`src/rtl/psw_pkg.sv`:
```
package psw_pkg;

    localparam int SEL_W     = 2;
    localparam int SOCKETS   = 2;
    localparam int SOCK_W    = 2 * SEL_W;
    localparam int WORD_W    = SOCKETS * SOCK_W;
    localparam int BITCNT_W  = $clog2(WORD_W + 1);

    typedef enum logic [SEL_W-1:0] {
        VCC_OFF  = 2'b00,
        VCC_5V0  = 2'b01,
        VCC_3V3  = 2'b10,
        VCC_1V8  = 2'b11
    } vcc_sel_e;

    typedef struct packed {
        logic [SEL_W-1:0] vcc;
        logic [SEL_W-1:0] vpp;
    } sock_pwr_t;

    typedef struct packed {
        sock_pwr_t sock_b;
        sock_pwr_t sock_a;
    } pwr_word_t;

    typedef enum logic [2:0] {
        ST_IDLE,
        ST_SHIFT,
        ST_HOLD,
        ST_ARM,
        ST_LATCH
    } shift_state_e;

    typedef struct packed {
        logic rise;
        logic fall;
    } sclk_ev_t;

    function automatic pwr_word_t to_word(input logic [WORD_W-1:0] raw);
        pwr_word_t w;
        w = pwr_word_t'(raw);
        return w;
    endfunction

    function automatic logic word_bit(input pwr_word_t w,
                                      input logic [BITCNT_W-1:0] idx);
        logic [WORD_W-1:0] flat;
        flat = w;
        return flat[WORD_W-1-int'(idx)];
    endfunction

endpackage

```
`src/rtl/psw_clk_src.sv`:
```
module psw_clk_src
    import psw_pkg::*;
#(
    parameter int HALF_DIV    = 8,
    parameter int SYNC_STAGES = 2
) (
    input  logic     clk,
    input  logic     rst,
    input  logic     use_internal,
    input  logic     ext_clk,
    output logic     int_clk,
    output sclk_ev_t ev
);
    localparam int DIV_W = (HALF_DIV > 1) ? $clog2(HALF_DIV) : 1;

    logic [DIV_W-1:0]     div_q;
    logic                 tick;
    logic [SYNC_STAGES:0] sync_q;
    sclk_ev_t             int_ev;
    sclk_ev_t             ext_ev;

    assign tick = (div_q == DIV_W'(HALF_DIV - 1));

    always_ff @(posedge clk) begin
        if (rst) begin
            div_q   <= '0;
            int_clk <= 1'b0;
        end else if (tick) begin
            div_q   <= '0;
            int_clk <= ~int_clk;
        end else begin
            div_q   <= div_q + 1'b1;
        end
    end

    generate
        if (SYNC_STAGES > 0) begin : g_sync
            always_ff @(posedge clk) begin
                if (rst) sync_q <= '0;
                else     sync_q <= {sync_q[SYNC_STAGES-1:0], ext_clk};
            end
        end
    endgenerate

    always_comb begin
        int_ev.rise = tick & ~int_clk;
        int_ev.fall = tick &  int_clk;
        ext_ev.rise = sync_q[SYNC_STAGES-1] & ~sync_q[SYNC_STAGES];
        ext_ev.fall = ~sync_q[SYNC_STAGES-1] &  sync_q[SYNC_STAGES];
        ev = use_internal ? int_ev : ext_ev;
    end

endmodule

```
`src/rtl/psw_shifter.sv`:
```
module psw_shifter
    import psw_pkg::*;
(
    input  logic              clk,
    input  logic              rst,
    input  logic              wr_en,
    input  logic [WORD_W-1:0] wr_data,
    input  sclk_ev_t          ev,
    output logic              sdata,
    output logic              latch,
    output logic              busy
);
    shift_state_e          state_q;
    pwr_word_t             cur_q;
    pwr_word_t             park_q;
    logic                  park_vld_q;
    logic [BITCNT_W-1:0]   cnt_q;
    logic                  start;

    assign start = (state_q == ST_IDLE) && park_vld_q;
    assign busy  = (state_q != ST_IDLE);

    always_ff @(posedge clk) begin
        if (rst) begin
            park_vld_q <= 1'b0;
            park_q     <= '0;
        end else if (wr_en) begin
            park_vld_q <= 1'b1;
            park_q     <= to_word(wr_data);
        end else if (start) begin
            park_vld_q <= 1'b0;
        end
    end

    always_ff @(posedge clk) begin
        if (rst) begin
            state_q <= ST_IDLE;
            cur_q   <= '0;
            cnt_q   <= '0;
            sdata   <= 1'b0;
            latch   <= 1'b0;
        end else begin
            unique case (state_q)
                ST_IDLE: begin
                    if (park_vld_q) begin
                        cur_q   <= park_q;
                        cnt_q   <= '0;
                        state_q <= ST_SHIFT;
                    end
                end
                ST_SHIFT: begin
                    if (ev.fall) begin
                        sdata <= word_bit(cur_q, cnt_q);
                        cnt_q <= cnt_q + 1'b1;
                        if (cnt_q == BITCNT_W'(WORD_W - 1))
                            state_q <= ST_HOLD;
                    end
                end
                ST_HOLD: begin
                    if (ev.rise) state_q <= ST_ARM;
                end
                ST_ARM: begin
                    if (ev.fall) begin
                        latch   <= 1'b1;
                        state_q <= ST_LATCH;
                    end
                end
                ST_LATCH: begin
                    if (ev.fall) begin
                        latch   <= 1'b0;
                        state_q <= ST_IDLE;
                    end
                end
                default: state_q <= ST_IDLE;
            endcase
        end
    end

endmodule

```
`src/rtl/psw_strap.sv`:
```
module psw_strap (
    input  logic clk,
    input  logic rst,
    input  logic pin_level,
    output logic pin_oe,
    output logic strap_low
);
    always_ff @(posedge clk) begin
        if (rst) begin
            pin_oe    <= 1'b0;
            strap_low <= ~pin_level;
        end else begin
            pin_oe    <= 1'b1;
        end
    end
endmodule

```
`src/rtl/psw_serial_if.sv`:
```
module psw_serial_if
    import psw_pkg::*;
#(
    parameter int HALF_DIV    = 8,
    parameter int SYNC_STAGES = 2
) (
    input  logic              clk,
    input  logic              rst,
    input  logic              clk_internal,
    input  logic              wr_en,
    input  logic [WORD_W-1:0] wr_data,
    input  logic              ext_sclk,
    output logic              sclk_out,
    output logic              sclk_oe,
    output logic              sdata,
    input  logic              latch_in,
    output logic              latch_out,
    output logic              latch_oe,
    output logic              busy,
    output logic              eeprom_present
);
    sclk_ev_t ev;

    assign sclk_oe = clk_internal;

    psw_clk_src #(
        .HALF_DIV    (HALF_DIV),
        .SYNC_STAGES (SYNC_STAGES)
    ) u_clk (
        .clk          (clk),
        .rst          (rst),
        .use_internal (clk_internal),
        .ext_clk      (ext_sclk),
        .int_clk      (sclk_out),
        .ev           (ev)
    );

    psw_shifter u_shift (
        .clk     (clk),
        .rst     (rst),
        .wr_en   (wr_en),
        .wr_data (wr_data),
        .ev      (ev),
        .sdata   (sdata),
        .latch   (latch_out),
        .busy    (busy)
    );

    psw_strap u_strap (
        .clk       (clk),
        .rst       (rst),
        .pin_level (latch_in),
        .pin_oe    (latch_oe),
        .strap_low (eeprom_present)
    );

endmodule

```
`config.mk`:
```
export PLATFORM = sky130hd
export DESIGN_NAME = psw_serial_if
export DESIGN_NICKNAME = d
export VERILOG_FILES = /design/src/rtl/psw_pkg.sv /design/src/rtl/psw_clk_src.sv /design/src/rtl/psw_shifter.sv /design/src/rtl/psw_strap.sv /design/src/rtl/psw_serial_if.sv
export SDC_FILE = /design/constraint.sdc
export NUM_CORES = 1
export LEC_CHECK = 0
export BUFFER_PORTS_ARGS = -buffer_cell sky130_fd_sc_hd__buf_2
export CAP_MARGIN = 15
export CORE_ASPECT_RATIO = 1.2
export CORE_MARGIN = 2
export CORE_UTILIZATION = 40
export DETAILED_ROUTE_END_ITERATION = 16
export GPL_TIMING_DRIVEN = 0
export PLACE_DENSITY = 0.59
export SYNTH_ARGS = -nofsm -noshare
export SYNTH_HDL_FRONTEND = slang
export SYNTH_HIERARCHICAL = 1
export SYNTH_SLANG_ARGS = --single-unit
export TNS_END_PERCENT = 100
```
`constraint.sdc`:
```
create_clock -name clk -period 2.3 [get_ports clk]
set_input_delay 0.345 -clock clk [delete_from_list [all_inputs] [get_ports clk]]
set_output_delay 0.345 -clock clk [all_outputs]
set_load 0.02 [all_outputs]
```
Word-level counts from Yosys, hierarchy flattened
Index checks and enable logic that the tools add are counted.
W data, S select, Z words.

word-level totals
  register bits = 35
  input port bits = 14
  output and inout port bits = 7
  logic and storage cells = 74

cells by class
  add/subtract/negate cells = 3
  magnitude comparators = 1
  equal/unequal tests = 12
  mux-type cells = 20
  bitwise gates (word level) = 8
  reduce and logical (&&, ||, !) cells = 12

operator list
  operator               count
  $lt A32 B5 Y1 const B  1
  $mux W3                6
  $pmux W3 S5            1
  $mux W4                2
  $ne A2 B2 Y1 const B   4
  $pmux W4 S2            1
  $mux W1                7
  $eq A3 B2 Y1 const B   2
  $eq A3 B3 Y1 const B   2
  $reduce_and A3 Y1      2
  $reduce_and A6 Y1      1
  $reduce_bool A2 Y1     3
  $sub A3 B4 Y5 const A  1
  $add A4 B1 Y4 const B  1
  $and A1 B1 Y1          4
  $eq A4 B3 Y1 const B   1
  $ne A2 B1 Y1 const B   2
  $not A1 Y1             4
  $reduce_and A2 Y1      2
  $add A3 B1 Y3 const B  1
  $bmux W1 S3            1
  $eq A3 B1 Y1 const B   1
  $logic_not A3 Y1       1
  $reduce_bool A3 Y1     1
  4 further kinds        4

Logic depth before layout (Yosys ltp)
Gate-level depths: netlist (run 1).

  word-level depth = 5
  mapped depth = 7
  gate-level depth less buffers = 7

Modules after synthesis
Netlist (run 1), hierarchy kept.

by module, submodules not included
  module         instances  cells each  area each (um2)
  psw_shifter    1          123         1149.9
  psw_clk_src    1          23          251.5
  psw_strap      1          4           57.6
  psw_serial_if  1          1           7.5

Worst setup path before layout (run 1)
No wires, ideal clock.

  kind = reg-to-reg
  start = register u_clk.div_q[0]
  end = register u_shift.cnt_q[2]
  setup time = 0.070 ns
  data arrival time = 1.824 ns
  path slack = 0.406 ns
  cell stages (with the launch flop) = 8
  path buffers = 0
  cell sequence = dfxtp_1 -> ha_1 -> ha_1 -> nand3_1 -> o21ai_0 -> mux2i_1 -> or4_1 -> a21oi_1

RTL lines
  item                    line               RTL
  from (decl)             psw_clk_src.sv:16  logic [DIV_W-1:0] div_q;
  from (signal assigned)  psw_clk_src.sv:32  div_q <= div_q + 1'b1;
  to (signal assigned)    psw_shifter.sv:54  cnt_q <= cnt_q + 1'b1;
  to (decl)               psw_shifter.sv:17  logic [BITCNT_W-1:0] cnt_q;

==> impl_results.md, run 1 <==
* Final hold violations at 0
* Worst EP arrival at approximately 2.3 ns
* Req. time, crit path at roughly 2.5 ns
* Hold Path Origin: ext_sclk
* Overall Power at about 1.2 mW
* Worst setup margin at ~0.18 ns
* Clock Path Buffers at 2
* Cell count after synthesis at ~150
* Num ports at 21
* Pre-CTS setup slack at roughly 0.12 ns
* Post-synth EDFFs at 1
* Relative slew slack at 0.6626
* Drt pass-1 iters at 4
* Iter 0 DRT Violations at 14
* WHS Path Cells at 2
* Fill count at roughly 330
* Seq cells post-synth at 35
* Die width at approximately 59 um
* Final worst path period share at 0.9201
* Starting Density at 0.4104
* Clock buffer count from CTS at 5
* Cell Area, Placed at around 1600 um2
* Slew Limit Fails at 0
* Detailed placement HPWL at slightly below 2000 um
* Die area at around 4200 um2
* P per Cell Area at between 600 and 700 nW/um2
* Pin count of the biggest net entering global routing at 13
* Diodes inserted at 0
* Cts hold-fix bufs at 0
* RSZ-0062 raised after global routing: false
* Gr usage total at 0.1519
* Fin nets at slightly below 200
* Drt drc at 0
* CP Launch Type: flop
* FMAX at between 0.4 and 0.5 GHz
* Inst Count DP at 209
* Register area at between 700 and 800 um2
* Area of the multi-input gates at ~700 um2
* Via-to-Cell Ratio at 5.323
* Root buffer cell: clkbuf_8
* Worst Hold End: u_clk/sync_q[0]
* Worst Hold Class: primary input to flop
* Worst R2R Path Depth at 7
* Post-synth top flop: dfxtp_1
* Area of the core at ~3600 um2
* Vias in the first global route at ~1100
* Status: complete, no violations
* Minimum clock period at between 2 and 2.5 ns
* Clk pin slew, worst setup/hold paths at about 0.070 ns
* Site Rows at 24
* Final setup viols at 0
* Number of nets with antenna violations after routing at 0
* Setup CP Type: flop to flop
* Post-CTS Setup Bufs at 0
* Area delta synth->final at 15.87%
* Setup TNS at 0 ns
* Critical path peak fanout at 8
* Routed length per instance at 12.66 um
* Peak supply drop at roughly 0.42 mV
* Worst r2r dst: u_shift/cnt_q[2]
* Max-cap viol count at 0
* Layout cells sized above 1 at 0.2022
* Initial antenna violation count at 0
* Least-Margin Pin Slew at 0.5027 ns
* GRT Residual Overflow at 0
* Vias at 1155
* Sequential area share after synthesis at 0.4846
* GP Congestion at 0.7226
* # clock sinks at 35
* Port bufs at 19
* Synth Cell Area at 1466 um2
* Critical Path Sink Type: flop
* Mean Syn Cell Area at between 9 and 10 um2
* Flop2flop setup slack at 0.18 ns
* Final Instance Count excl. Fillers at 217
* Reg2reg start: u_clk/div_q[0]
* Mapped Nets at between 150 and 200
* Finished Cell Area at 1699 um2
* Clock Skew at ~0.0025 ns
* Post-synth ARST share at 0
* H-tree lvl count at 2
* Synth warn at 6
* Pleak at ~0.66 nW
* Skew-Pair Late Insertion Delay at ~0.29 ns
* TritonCTS clock tree: done
* Gates resized, CTS repair at 0
* DRT Wirelength at roughly 2700 um
* First-pass GRT wire length at 4719 um
* Die height at around 70 um
* Synth cell types at 39
worst max-delay path by stage:
stage,startpoint,endpoint,slack [ns],cells after the start
floorplan,u_clk/div_q[0],u_shift/cnt_q[2],0.41,7
global route,u_clk/div_q[0],u_shift/cnt_q[2],0.02,7
finish,u_clk/div_q[0],u_shift/cnt_q[2],0.18,7
detailed placement,u_clk/div_q[0],u_shift/cnt_q[2],0.12,7
global placement,u_clk/div_q[0],u_shift/cnt_q[2],0.21,7
CTS,u_clk/div_q[0],u_shift/cnt_q[2],0.12,7
flip-flops by register name, summed over array words and instances, names as in the netlist:
name,flops
u_shift/cnt_q,4
u_shift/cur_q,8
u_shift/park_vld_q,1
u_strap/pin_oe,1
u_clk/div_q,3
u_clk/sync_q,3
u_clk/int_clk,1
u_shift/latch,1
u_shift/state_q,3
u_strap/strap_low,1
u_shift/sdata,1
u_shift/park_q,8
per-layer routing:
metal  share of wire  up-vias  GRT usage
li1                -      581          -
met1            0.45      545     0.1777
met2            0.48       22     0.2344
met3           0.040        7    0.05000
met4           0.028        0    0.09091
met5               0        -          0
critical path, stage by stage (launching register included):
cell and delay (ns):
dfxtp_1 0.34, ha_1 0.15, ha_1 0.27, nand3_1 0.10, o21ai_1 0.29, mux2i_1 0.24
or4_1 0.51, a21oi_1 0.15
layout by cell type (no fill, tap or decap), types with 2 or more instances in the layout:
cell	Yosys	layout
o21ai_1	1	2
nor3b_1	2	2
nand3_1	2	2
ha_1	3	3
nor3_1	2	2
a211oi_1	2	2
dfxtp_1	34	34
a21oi_1	13	13
a31oi_1	2	2
nand2_1	20	20
nand3b_1	4	4
clkbuf_1	5	5
buf_2	3	22
mux2i_1	13	13
inv_1	2	2
nor2b_1	5	5
clkinvlp_4	0	2
nand2b_1	2	2
clkbuf_8	0	5
nor2_1	14	14
cells by family (layout without fill, tap and decap cells):
kind of cell	count (synthesis)	after routing	share of synthesized area
xor gates and xnor gates	1	1	0.005974
and+or+nand+nor	58	58	0.2142
muxes	15	15	0.1118
AOI/OAI and AO/OA	27	27	0.1169
buffers and inverters	12	39	0.04096
DFF	35	35	0.4846
adders and majority gates	3	3	0.02560
stage by stage:
step,utilization,hold WS (ns)
finish,0.4755,0.2665
global route,0.4755,0.2647
CTS,0.4755,0.2522
detailed placement,0.4506,0.4191
global placement,0.4506,0.4128
floorplan,-,0.4003
cells in the mapped netlist, types with 3 or more instances:
library cell / number / share of area
nand2_1: 20 / 0.051
nor2_1: 14 / 0.036
buf_2: 3 / 0.010
clkbuf_1: 5 / 0.013
a21oi_1: 13 / 0.044
nand3b_1: 4 / 0.020
ha_1: 3 / 0.026
mux2i_1: 13 / 0.089
nor2b_1: 5 / 0.021
dfxtp_1: 34 / 0.46
layout make-up:
type | count | share of cell area
Sequential cell | 35 | 0.4183
Multi-Input combinational cell | 104 | 0.4094
Timing Repair Buffer | 19 | 0.05596
Clock buffer | 5 | 0.04050
Buffer | 10 | 0.03093
Tap cell | 39 | 0.02872
Clock inverter | 3 | 0.01178
Inverter | 2 | 0.004418
where the power goes:
group	switching, mW	internal (mW)
logic	0.0570	0.0440
registers	0.0126	0.633
clock network	0.230	0.210
total	0.299	0.887
Note: power is estimated with default switching activity, not from simulation.
==> run 2, diff against run 1 <==
--- a/config.mk
+++ b/config.mk
@@ -7,7 +7,6 @@
 export LEC_CHECK = 0
 export BUFFER_PORTS_ARGS = -buffer_cell sky130_fd_sc_hd__buf_2
 export CAP_MARGIN = 15
-export CORE_ASPECT_RATIO = 1.2
 export CORE_MARGIN = 2
 export CORE_UTILIZATION = 40
 export DETAILED_ROUTE_END_ITERATION = 16
==> impl_results.md, run 2 (same netlist as run 1, synthesis figures left out) <==
* Status: complete, no violations
* Overall Power at ~1.1 mW
* Internal power at a little under 800 uW
* TritonCTS clock tree: done
* Gr usage total at 0.1459
* DRT Wirelength at 2750 um
* Clock buffer count from CTS at 5
* WHS at 0.2204 ns
* Drt drc at 0
* Setup crit start: u_clk/div_q[0]
* Req. time, crit path at 2.56 ns
* Sequential share of power at 0.603
* # clock sinks at 35
* Detailed placement HPWL at approximately 2000 um
* Final setup viols at 0
* Skew-Pair Late Insertion Delay at approximately 0.33 ns
* Hold Path Origin: ext_sclk
* Wire length on met2 at around 1300 um
* Area of the core at about 3400 um2
* Routed length per instance at around 12 um
* Site Rows at 21
* Post-CTS Setup Bufs at 0
* Metal3 WL at 92 um
* Via-to-Cell Ratio at ~5.1
* Clk pin slew, worst setup/hold paths at 0.10 ns
* Routed length on met1 at 1298 um
* Die width at about 65 um
* Pleak at about 0.65 nW
* Top sig layer: met4
* P per Cell Area at 637.9 nW/um2
* RSZ-0062 raised after global routing: false
* Die area at approximately 4200 um2
* Relative slew slack at 0.6630
* Starting Density at 0.4293
* Cell Area, Placed at between 1500 and 2000 um2
* Layout cells sized above 1 at 0.2079
* Root buffer cell: clkbuf_4
* Drt pass-1 iters at 4
* Register area at 710.7 um2
* FMAX at 0.4948 GHz
* First-pass GRT wire length at between 4000 and 5000 um
* Finished Cell Area at 1680 um2
* Vias in the first global route at 1035
* Gates resized, CTS repair at 0
* CP Launch Type: flop
* Regs by FF count: u_shift/cur_q (8), u_shift/park_q (8), u_shift/cnt_q (4)
* Slew Limit Fails at 0
* Clock Path Buffers at 2
* Clk pwr share at 0.301
* Commonest non-fill, non-tap cell in the layout: dfxtp_1
* NetSw at 277.9 uW
* Max-cap viol count at 0
* Final hold violations at 0
* Least-Margin Pin Slew at 0.5055 ns
* H-tree lvl count at 2
* Final worst path period share at 0.8786
* Port bufs at 19
* Cts hold-fix bufs at 0
* Area of the multi-input gates at between 600 and 700 um2
* Switching share of power at 0.2593
* Worst Hold Class: primary input to flop
* Num ports at 21
* Reg2reg start: u_clk/div_q[0]
* Setup TNS at 0 ns
* Area delta synth->final at 14.59%
* Most frequent cells in the layout: dfxtp_1 (34), buf_2 (22), nand2_1 (20)
* Critical path peak fanout at 8
* Number of nets with antenna violations after routing at 0
* GP Congestion at between 0.7 and 0.8
* Vias at between 1000 and 1500
* Peak supply drop at 0.3316 mV
* Die height at around 65 um
* GRT Residual Overflow at 0
* Diodes inserted at 0
* Pin count of the biggest net entering global routing at 13
* Initial antenna violation count at 0
* Worst EP arrival at around 2.3 ns
* Minimum clock period at slightly above 2 ns
* Fin nets at a little under 200
* Iter 0 DRT Violations at 87
* Setup CP Type: flop to flop
* Combinational Power Share at 0.096
* Fill count at 340
* Critical Path Sink Type: flop
* Clock Skew at around 0.0076 ns
run 2: changes by cell type in the layout (fill, tap and decap cells not counted):
cell and delta:
clkbuf_4 +5, clkbuf_8 -5, o21ai_1 -1, o21ai_2 +1
run 2: power groups by stage:
stage                     Sequential, mW  Clock, mW  Combinational (mW)
final                              0.647      0.323               0.103
after global routing               0.650      0.370               0.114
after CTS                          0.647      0.338               0.104
after detailed placement           0.660          0               0.103
after global placement             0.659          0              0.0980
after floorplan                    0.660          0              0.0661
run 2: cell type report:
cell class | count | area share
plain buffers | 10 | 0.03127
clock buffers | 5 | 0.02234
clock inverters | 3 | 0.01191
inverters | 2 | 0.004468
multi-input cells | 104 | 0.4162
flip-flops and latches | 35 | 0.4229
well taps | 46 | 0.03425
repair buffers | 19 | 0.05659
run 2: metrics by stage:
stage / utilization / setup slack, ns / std cells
after floorplan: - / 0.4059 / 151
after global placement: 0.4740 / 0.1849 / 216
after detailed placement: 0.4740 / 0.08572 / 216
after CTS: 0.4908 / 0.03404 / 224
after global routing: 0.4919 / 0.1443 / 224
final: 0.4919 / 0.2791 / 224
run 2: worst paths after layout:
check	endpoint	slack (ns)	cells after the start
worst max-delay path	u_shift/cnt_q[2]	0.28	7
worst min-delay path	u_clk/sync_q[0]	0.22	2
worst max register to register	u_shift/cnt_q[2]	0.28	7
worst min register to register	u_clk/div_q[0]	0.45	1
run 2: critical path, stage by stage, from the launching register on:
cell	delay [ns]
dfxtp_1	0.36
ha_1	0.17
ha_1	0.27
nand3_1	0.13
o21ai_2	0.15
mux2i_1	0.21
or4_1	0.49
a21oi_1	0.17
run 2: routing by layer:
metal,up-vias,GRT usage
met5,-,0
met4,0,0.04787
met3,5,0.04688
met2,20,0.2370
met1,528,0.1836
li1,581,-
==> run 3, diff against run 2 <==
--- a/config.mk
+++ b/config.mk
@@ -7,11 +7,13 @@
 export LEC_CHECK = 0
 export BUFFER_PORTS_ARGS = -buffer_cell sky130_fd_sc_hd__buf_2
 export CAP_MARGIN = 15
+export CELL_PAD_IN_SITES_DETAIL_PLACEMENT = 0
+export CELL_PAD_IN_SITES_GLOBAL_PLACEMENT = 1
 export CORE_MARGIN = 2
-export CORE_UTILIZATION = 40
+export CORE_UTILIZATION = 42
 export DETAILED_ROUTE_END_ITERATION = 16
 export GPL_TIMING_DRIVEN = 0
-export PLACE_DENSITY = 0.59
+export PLACE_DENSITY = 0.76
 export SYNTH_ARGS = -nofsm -noshare
 export SYNTH_HDL_FRONTEND = slang
 export SYNTH_HIERARCHICAL = 1
==> impl_results.md, run 3 (same netlist as run 1, synthesis figures left out) <==
* Commonest non-fill, non-tap cell in the layout: dfxtp_1
* DRT Wirelength at about 2700 um
* Routed length per instance at 12.08 um
* Max-cap viol count at 0
* Cell mode on critical path: ha_1
* Clk pin slew, worst setup/hold paths at 0.10 ns
* FMAX at ~0.51 GHz
* Pre-CTS setup slack at between 0.1 and 0.15 ns
* Most frequent cells in the layout: dfxtp_1 (34), buf_2 (22), nand2_1 (20)
* Status: complete, no violations
* Regs by FF count: u_shift/cur_q (8), u_shift/park_q (8), u_shift/cnt_q (4)
* WHS Path Cells at 2
* Pleak at roughly 0.65 nW
* Area of the core at between 3000 and 4000 um2
* Critical Path Sink Type: flop
* Port bufs at 19
* Drt drc at 0
* Peak supply drop at around 0.29 mV
* CP Launch Type: flop
* Setup TNS at 0 ns
* Clock buffer count from CTS at 5
* Critical path peak fanout at 8
* Root buffer cell: clkbuf_4
* Layout cells sized above 1 at 0.2079
* Site Rows at 21
* Req. time, crit path at between 2 and 3 ns
* Via-to-Cell Ratio at around 5
* TritonCTS clock tree: done
* Relative slew slack at 0.6669
* Fin nets at 194
* Detailed placement HPWL at between 1500 and 2000 um
* Least-Margin Pin Slew at ~0.5 ns
* Pin count of the biggest net entering global routing at 13
* Gr usage total at 0.1562
* Worst Hold Class: primary input to flop
* GP Congestion at about 0.77
* Clock Skew at ~0.01 ns
* Crit-path cells: ha_1 -> ha_1 -> nand3_1 -> o21ai_2 -> mux2i_1 -> or4_1 -> a21oi_1
* Drt pass-1 iters at 4
* Worst EP arrival at around 2.2 ns
* Initial antenna violation count at 0
* Register area at a little over 700 um2
* First-pass GRT wire length at about 4800 um
* Clock Path Buffers at 2
* Final worst path period share at 0.8560
* Starting Density at 0.4394
* Minimum clock period at ~2.0 ns
* Final setup viols at 0
* Die height at approximately 63 um
* WHS at between 0.2 and 0.25 ns
* Vias at roughly 1100
* RSZ-0062 raised after global routing: false
* Slowest CP cell: or4_1
* Area of the multi-input gates at 699.4 um2
* Slew Limit Fails at 0
* Skew-Pair Late Insertion Delay at 0.34 ns
* P per Cell Area at between 600 and 700 nW/um2
* Worst R2R Path Depth at 7
* H-tree lvl count at 2
* Setup CP Type: flop to flop
* Diodes inserted at 0
* Num ports at 21
* Area delta synth->final at 14.59%
* Fill count at 340
* Post-CTS Setup Bufs at 0
* Slowest stage delay, CP at between 0.4 and 0.5 ns
* Number of nets with antenna violations after routing at 0
* Die area at 3980 um2
* Worst setup margin at 0.3312 ns
* Iter 0 DRT Violations at between 40 and 50
* # clock sinks at 35
* Final hold violations at 0
* Cts hold-fix bufs at 0
* Vias in the first global route at around 1100
* GRT Residual Overflow at 0
* Die width at 63.09 um
[run 3: cell counts in the layout (fill, tap and decap cells not counted)]
No cell type changed its count.
[run 3: timing repair]
item                                    CTS  global route
endpoints found under the setup margin    0             1
endpoints found under the hold margin     0             0
gates resized for setup                   0             2
[run 3: worst max-delay path, delay by kind of cell (launching register included)]
kind / cells / cell delay (ns)
muxes: 1 / 0.20
adders and majority gates: 2 / 0.43
and+or+nand+nor: 2 / 0.62
AOI/OAI and AO/OA: 2 / 0.30
DFF: 1 / 0.35
[run 3: worst paths after layout]
path	slack, ns	from	endpoint
hold reg to reg	0.44	u_clk/sync_q[0]	u_clk/sync_q[1]
setup reg to reg	0.33	u_clk/div_q[0]	u_shift/cnt_q[2]
hold / removal	0.22	ext_sclk	u_clk/sync_q[0]
setup / recovery	0.33	u_clk/div_q[0]	u_shift/cnt_q[2]
[run 3: power breakdown]
part | switching, mW | leakage (nW) | internal (mW)
clock network | 0.209 | 0.0272 | 0.117
logic | 0.0561 | 0.332 | 0.0440
registers | 0.0125 | 0.288 | 0.633
[run 3: final cells by class]
type / instances / area share
Sequential cell: 35 / 0.4229
Buffer: 10 / 0.03127
Inverter: 2 / 0.004468
Clock buffer: 5 / 0.02234
Tap cell: 46 / 0.03425
Multi-Input combinational cell: 104 / 0.4162
Timing Repair Buffer: 19 / 0.05659
Clock inverter: 3 / 0.01191
[run 3: metrics by stage]
stage	utilization	std cells	instance area (um2)	total power, mW
2_1_floorplan	-	151	1466	0.7263
3_3_place_gp	0.4852	216	1619	0.7568
3_5_place_dp	0.4852	216	1619	0.7606
4_1_cts	0.5024	224	1677	1.088
5_1_grt	0.5036	224	1680	1.131
6_report	0.5036	224	1680	1.071
[run 3: per-layer routing]
metal	global-route usage	share of wire	wire [um]
met5	0	0	0
met4	0.06667	0.018	48
met3	0.05357	0.031	85
met2	0.2553	0.48	1296
met1	0.1858	0.47	1274
